===== src/rtl/cwb_pkg.sv =====
package cwb_pkg;
  localparam int ADDR_W    = 32;
  localparam int DATA_W    = 32;
  localparam int LANES     = DATA_W / 8;
  localparam int OFF_W     = $clog2(LANES);
  localparam int BUS_ADR_W = ADDR_W - OFF_W;

  // strobes from control to datapath
  typedef struct packed {
    logic capture;   // register the request channels
    logic busWrite;  // bus currently carries the store transaction
  } ctrlStrobes_t;

  // lane offset after alignment to the access size
  function automatic logic [OFF_W-1:0] laneOffset(input logic [OFF_W-1:0] lowAddr,
                                                  input logic [1:0] size);
    case (size)
      2'b00:   laneOffset = lowAddr;
      2'b01:   laneOffset = {lowAddr[OFF_W-1:1], 1'b0};
      default: laneOffset = '0;
    endcase
  endfunction

  // lanes covered by an access of this size at offset zero
  function automatic logic [LANES-1:0] laneMask(input logic [1:0] size);
    case (size)
      2'b00:   laneMask = LANES'(1);
      2'b01:   laneMask = LANES'(3);
      default: laneMask = '1;
    endcase
  endfunction
endpackage


===== src/rtl/cwb_ctrl.sv =====
module cwb_ctrl
  import cwb_pkg::*;
(
  input  logic         clk,
  input  logic         rstN,
  input  logic         rdEn,
  input  logic         wrEn,
  input  logic         wbAck,
  output logic         wbCyc,
  output logic         wbStb,
  output logic         wbWe,
  output logic         coreReady,
  output ctrlStrobes_t strobes
);
  typedef enum logic [1:0] {S_IDLE, S_WRITE, S_READ} phase_e;

  phase_e phase, phaseNext;
  logic   readPending, readPendingNext;

  always_comb begin
    phaseNext       = phase;
    readPendingNext = readPending;
    case (phase)
      S_IDLE: begin
        if (wrEn) begin
          phaseNext       = S_WRITE;
          readPendingNext = rdEn;
        end else if (rdEn) begin
          phaseNext       = S_READ;
          readPendingNext = 1'b0;
        end
      end
      S_WRITE: begin
        if (wbAck) begin
          phaseNext       = readPending ? S_READ : S_IDLE;
          readPendingNext = 1'b0;
        end
      end
      S_READ: begin
        if (wbAck) phaseNext = S_IDLE;
      end
      default: phaseNext = S_IDLE;
    endcase
  end

  always_ff @(posedge clk) begin
    if (!rstN) begin
      phase       <= S_IDLE;
      readPending <= 1'b0;
    end else begin
      phase       <= phaseNext;
      readPending <= readPendingNext;
    end
  end

  assign wbCyc = (phase != S_IDLE);
  assign wbStb = (phase != S_IDLE);
  assign wbWe  = (phase == S_WRITE);

  always_comb begin
    case (phase)
      S_IDLE:  coreReady = !rdEn && !wrEn;
      S_WRITE: coreReady = wbAck && !readPending;
      S_READ:  coreReady = wbAck;
      default: coreReady = 1'b0;
    endcase
  end

  assign strobes.capture  = (phase == S_IDLE) && (rdEn || wrEn);
  assign strobes.busWrite = (phase == S_WRITE);
endmodule


===== src/rtl/cwb_datapath.sv =====
module cwb_datapath
  import cwb_pkg::*;
(
  input  logic                 clk,
  input  logic                 rstN,
  input  ctrlStrobes_t         strobes,
  input  logic [ADDR_W-1:0]    rdAddr,
  input  logic [1:0]           rdSize,
  input  logic [ADDR_W-1:0]    wrAddr,
  input  logic [1:0]           wrSize,
  input  logic [DATA_W-1:0]    wrData,
  input  logic [DATA_W-1:0]    wbDatI,
  output logic [BUS_ADR_W-1:0] wbAdr,
  output logic [LANES-1:0]     wbSel,
  output logic [DATA_W-1:0]    wbDatO,
  output logic [DATA_W-1:0]    coreRdData
);
  logic [ADDR_W-1:0] rdAdrQ, wrAdrQ;
  logic [1:0]        rdSizeQ, wrSizeQ;
  logic [DATA_W-1:0] wrDataQ;

  always_ff @(posedge clk) begin
    if (!rstN) begin
      rdAdrQ  <= '0;
      wrAdrQ  <= '0;
      rdSizeQ <= '0;
      wrSizeQ <= '0;
      wrDataQ <= '0;
    end else if (strobes.capture) begin
      rdAdrQ  <= rdAddr;
      wrAdrQ  <= wrAddr;
      rdSizeQ <= rdSize;
      wrSizeQ <= wrSize;
      wrDataQ <= wrData;
    end
  end

  logic [OFF_W-1:0]  wrOff, rdOff;
  logic [LANES-1:0]  wrSel, rdSel, rdKeep;
  logic [DATA_W-1:0] wrLanes, rdShifted;

  assign wrOff   = laneOffset(wrAdrQ[OFF_W-1:0], wrSizeQ);
  assign rdOff   = laneOffset(rdAdrQ[OFF_W-1:0], rdSizeQ);
  assign wrSel   = laneMask(wrSizeQ) << wrOff;
  assign rdKeep  = laneMask(rdSizeQ);
  assign rdSel   = rdKeep << rdOff;
  assign wrLanes = wrDataQ << {wrOff, 3'b000};
  assign rdShifted = wbDatI >> {rdOff, 3'b000};

  assign wbAdr  = strobes.busWrite ? wrAdrQ[ADDR_W-1:OFF_W] : rdAdrQ[ADDR_W-1:OFF_W];
  assign wbSel  = strobes.busWrite ? wrSel : rdSel;
  assign wbDatO = strobes.busWrite ? wrLanes : '0;

  for (genvar g = 0; g < LANES; g++) begin : g_rdLane
    assign coreRdData[g*8 +: 8] = rdKeep[g] ? rdShifted[g*8 +: 8] : 8'h00;
  end
endmodule


===== src/rtl/core_wb_bridge.sv =====
module core_wb_bridge
  import cwb_pkg::*;
(
  input  logic                 clk,
  input  logic                 rstN,
  input  logic                 rdEn,
  input  logic [ADDR_W-1:0]    rdAddr,
  input  logic [1:0]           rdSize,
  input  logic                 wrEn,
  input  logic [ADDR_W-1:0]    wrAddr,
  input  logic [1:0]           wrSize,
  input  logic [DATA_W-1:0]    wrData,
  output logic                 coreReady,
  output logic [DATA_W-1:0]    coreRdData,
  output logic                 wbCyc,
  output logic                 wbStb,
  output logic                 wbWe,
  output logic [BUS_ADR_W-1:0] wbAdr,
  output logic [LANES-1:0]     wbSel,
  output logic [DATA_W-1:0]    wbDatO,
  input  logic                 wbAck,
  input  logic [DATA_W-1:0]    wbDatI
);
  ctrlStrobes_t strobes;

  cwb_ctrl u_ctrl (
    .clk       (clk),
    .rstN      (rstN),
    .rdEn      (rdEn),
    .wrEn      (wrEn),
    .wbAck     (wbAck),
    .wbCyc     (wbCyc),
    .wbStb     (wbStb),
    .wbWe      (wbWe),
    .coreReady (coreReady),
    .strobes   (strobes)
  );

  cwb_datapath u_dp (
    .clk        (clk),
    .rstN       (rstN),
    .strobes    (strobes),
    .rdAddr     (rdAddr),
    .rdSize     (rdSize),
    .wrAddr     (wrAddr),
    .wrSize     (wrSize),
    .wrData     (wrData),
    .wbDatI     (wbDatI),
    .wbAdr      (wbAdr),
    .wbSel      (wbSel),
    .wbDatO     (wbDatO),
    .coreRdData (coreRdData)
  );
endmodule


===== config.mk =====
export PLATFORM = sky130hd
export DESIGN_NAME = core_wb_bridge
export DESIGN_NICKNAME = d
export VERILOG_FILES = /design/src/rtl/cwb_pkg.sv /design/src/rtl/cwb_ctrl.sv /design/src/rtl/cwb_datapath.sv /design/src/rtl/core_wb_bridge.sv
export SDC_FILE = /design/constraint.sdc
export NUM_CORES = 1
export LEC_CHECK = 0
export BUFFER_PORTS_ARGS = -buffer_cell sky130_fd_sc_hd__buf_2
export CAP_MARGIN = 20
export CORE_AREA = 3 3 127 129
export DETAILED_ROUTE_END_ITERATION = 7
export DIE_AREA = 0 0 130 132
export PLACE_DENSITY = 0.7
export SETUP_SLACK_MARGIN = 0.02
export SKIP_CTS_REPAIR_TIMING = 1
export SYNTH_ARGS = -nofsm -noshare
export SYNTH_HDL_FRONTEND = slang
export SYNTH_SLANG_ARGS = --single-unit

===== constraint.sdc =====
create_clock -name clk -period 1.5 [get_ports clk]
set_input_delay 0.225 -clock clk [delete_from_list [all_inputs] [get_ports clk]]
set_output_delay 0.225 -clock clk [all_outputs]
set_load 0.02 [all_outputs]

==> results.cfg <==
[status]
status = finished, violations left
violations = negative setup slack

[timing]
worst_pin_slew_ns = 0.5093
slew_viol_final = 0
period_needed_ns = 2.067
fin_skew_ns = 0.007171
timing.final.ws_setup_ns = -0.5671
period_share_pct = 137.8
relSlewSlack_pct = 66.05
setup_viol = 181
hold_viol_final = 0
fmax_mhz = 483.8
rsz0062_at_grt = yes

[place]
gp_congestion = 0.9686
dp.cells = 1200
pre_cts_ws_ns = -0.2233
placed_area_um2 = 8056
dp_hpwl_um = 15120
port_buffers = 238

[final_layout]
fillers = 1129
drive_above_1_share_pct = 54.26
final_common_cell = buf_2
area_delta_synth_final_pct = 73.10
post-route-cell-area_um2 = 10420
layout_common_cells = buf_2, buf_6, nand3_1, dfxtp_1, buf_4
nets = 1200
final_cells = 1256

[detailed_routing]
met3_wirelength_um = 2087
wl_per_cell_um = 20.15
drcViolationCount = 0
vias = 7231
drt_wl_total_um = 25310
first_iter_violations = 441
drtAntennaViolNets = 0
wl_met1_um = 9363
wl_met2_um = 12910
dr.pass1.iters = 5
dr.max_layer_used = met5
vias_per_cell = 5.757

[critical_path]
reg2reg_slack_ns = -0.22
arrival_ns = 1.84
crit_required_ns = 1.27
startpoint_type = flop
endpoint_kind = output pin
cp_max_fo = 6
critPathKind = flop to output pin

[global_routing]
grt-ovfl-total = 0
antenna_found_initial = 3
grt_pass1_vias = 6207
grt_usage_pct = 22.82
grt_max_degree = 65
grt_pass1_wl_um = 31510

[logic_synthesis]
syn_inst = 775
netlist_area_um2 = 6018
synth_cell_types = 47
yosys-top-cells-area = dfxtp_1, a21boi_0, o21ai_0
synth_seq_area_share_pct = 34.26
synth_edf_count = 0
synth_flop_cell = dfxtp_1
syn-num-nets = 912
synth_area_leader_cell = dfxtp_1
synthArstFlopShare_pct = 0
yosys_warnings = 0
ys_seq_elements = 103
synth_top_area_share_pct = 34.26
avgSynthCellArea_um2 = 7.766

[power]
p_total_w = 0.009188
power.density_nw_per_um2 = 882.0
vdd_ir_drop_max_mv = 0.7180
p_leak_nw = 4.363

[cts]
clockBufferDepth = 2
clk_pin_slew_ns = 0.07
cts-root-buf = clkbuf_16
clkSinkCount = 103
ctsHtreeMaxLevel = 3
clk_latency_ns = 0.35
cts_tree = built
cts_inserted_buffers = 9

[die]
initial_core_util_pct = 39.74
coreArea_um2 = 15150
ioPinCount = 239
die_y_um = 132
die_w_um = 130
die-area_um2 = 17160
std_cell_rows = 45

[flow_run]
drv_cap = 0

[worst_hold_path]
hp-class = input port to flop
logic make-up after synthesis:
group | Yosys count | share of synthesized area [%]
compound gates | 284 | 30.37
buf+inv | 100 | 8.004
simple gates | 274 | 23.31
mux | 14 | 4.054
flops | 103 | 34.26
path summary, 6_finish.rpt:
path,cells after the start,startpoint,endpoint
setup / recovery,5,u_dp.wrSizeQ[0],wbDatO[25]
hold / removal,3,wrData[0],u_dp.wrDataQ[0]
setup reg to reg,8,u_ctrl.phase[0],u_dp.wrAdrQ[0]
hold reg to reg,2,u_dp.wrAdrQ[27],u_dp.wrAdrQ[27]
critical path, stage by stage (launching register included):
cell and delay, ns:
dfxtp_4 0.37, buf_12 0.13, or4b_2 0.66, o21ai_2 0.09, a211oi_2 0.08, buf_2 0.16
layer usage:
metal	global-route usage, %	up-vias
li1	-	3346
met1	28.21	3451
met2	38.94	358
met3	5.429	72
met4	7.217	4
met5	0	-
power by group:
| part | switching (W) | internal, W | total [W] | leakage [nW] |
|---|---|---|---|---|
| combinational | 0.00186 | 0.00181 | 0.00367 | 3.38 |
| clock | 0.00105 | 0.00129 | 0.00233 | 0.127 |
| sequential | 0.000219 | 0.00297 | 0.00318 | 0.854 |
| total | 0.00312 | 0.00606 | 0.00919 | 4.36 |
metrics by stage:
| step | util, % | hold slack, ns | setup TNS (ns) |
|---|---|---|---|
| finish | 68.78 | 0.1143 | -36.87 |
| CTS | 55.10 | 0.1078 | -33.79 |
| global route | 68.78 | 0.1133 | -49.03 |
| floorplan | - | 0.3716 | -0.9461 |
| detailed placement | 53.19 | 0.4720 | -4.458 |
| global placement | 53.19 | 0.4645 | -3.642 |
synthesized netlist by cell type, drive strengths merged (3+ instances only):
cell / count
nor4bb: 8
mux2: 3
mux2i: 3
or3b: 3
clkbuf: 40
a21oi: 14
o32ai: 8
and3b: 5
nor2: 5
or4b: 5
a211oi: 10
a31oi: 9
and2: 16
nand2b: 3
o21ai: 119
dfxtp: 103
a21boi: 101
nand2: 109
a22o: 16
inv: 13
mux4: 8
nand3: 101
nor3b: 12
buf: 46
layout make-up:
type | instances | area, um^2 | area share [%]
Clock buffer | 10 | 229.0 | 2.198
Antenna cell | 1 | 2.502 | 0.02402
Multi-Input combinational cell | 572 | 4428 | 42.51
Sequential cell | 103 | 2086 | 20.02
Tap cell | 188 | 235.2 | 2.258
Clock inverter | 5 | 60.06 | 0.5765
Timing Repair Buffer | 363 | 3303 | 31.71
Inverter | 14 | 73.82 | 0.7086
flip-flops by register name, summed over array words and instances, names as in the netlist:
signal	count
u_dp.wrSizeQ	2
u_dp.wrAdrQ	32
u_ctrl.readPending	1
u_dp.rdAdrQ	32
u_ctrl.phase	2
u_dp.rdSizeQ	2
u_dp.wrDataQ	32
Note: power is estimated with default switching activity, not from simulation.
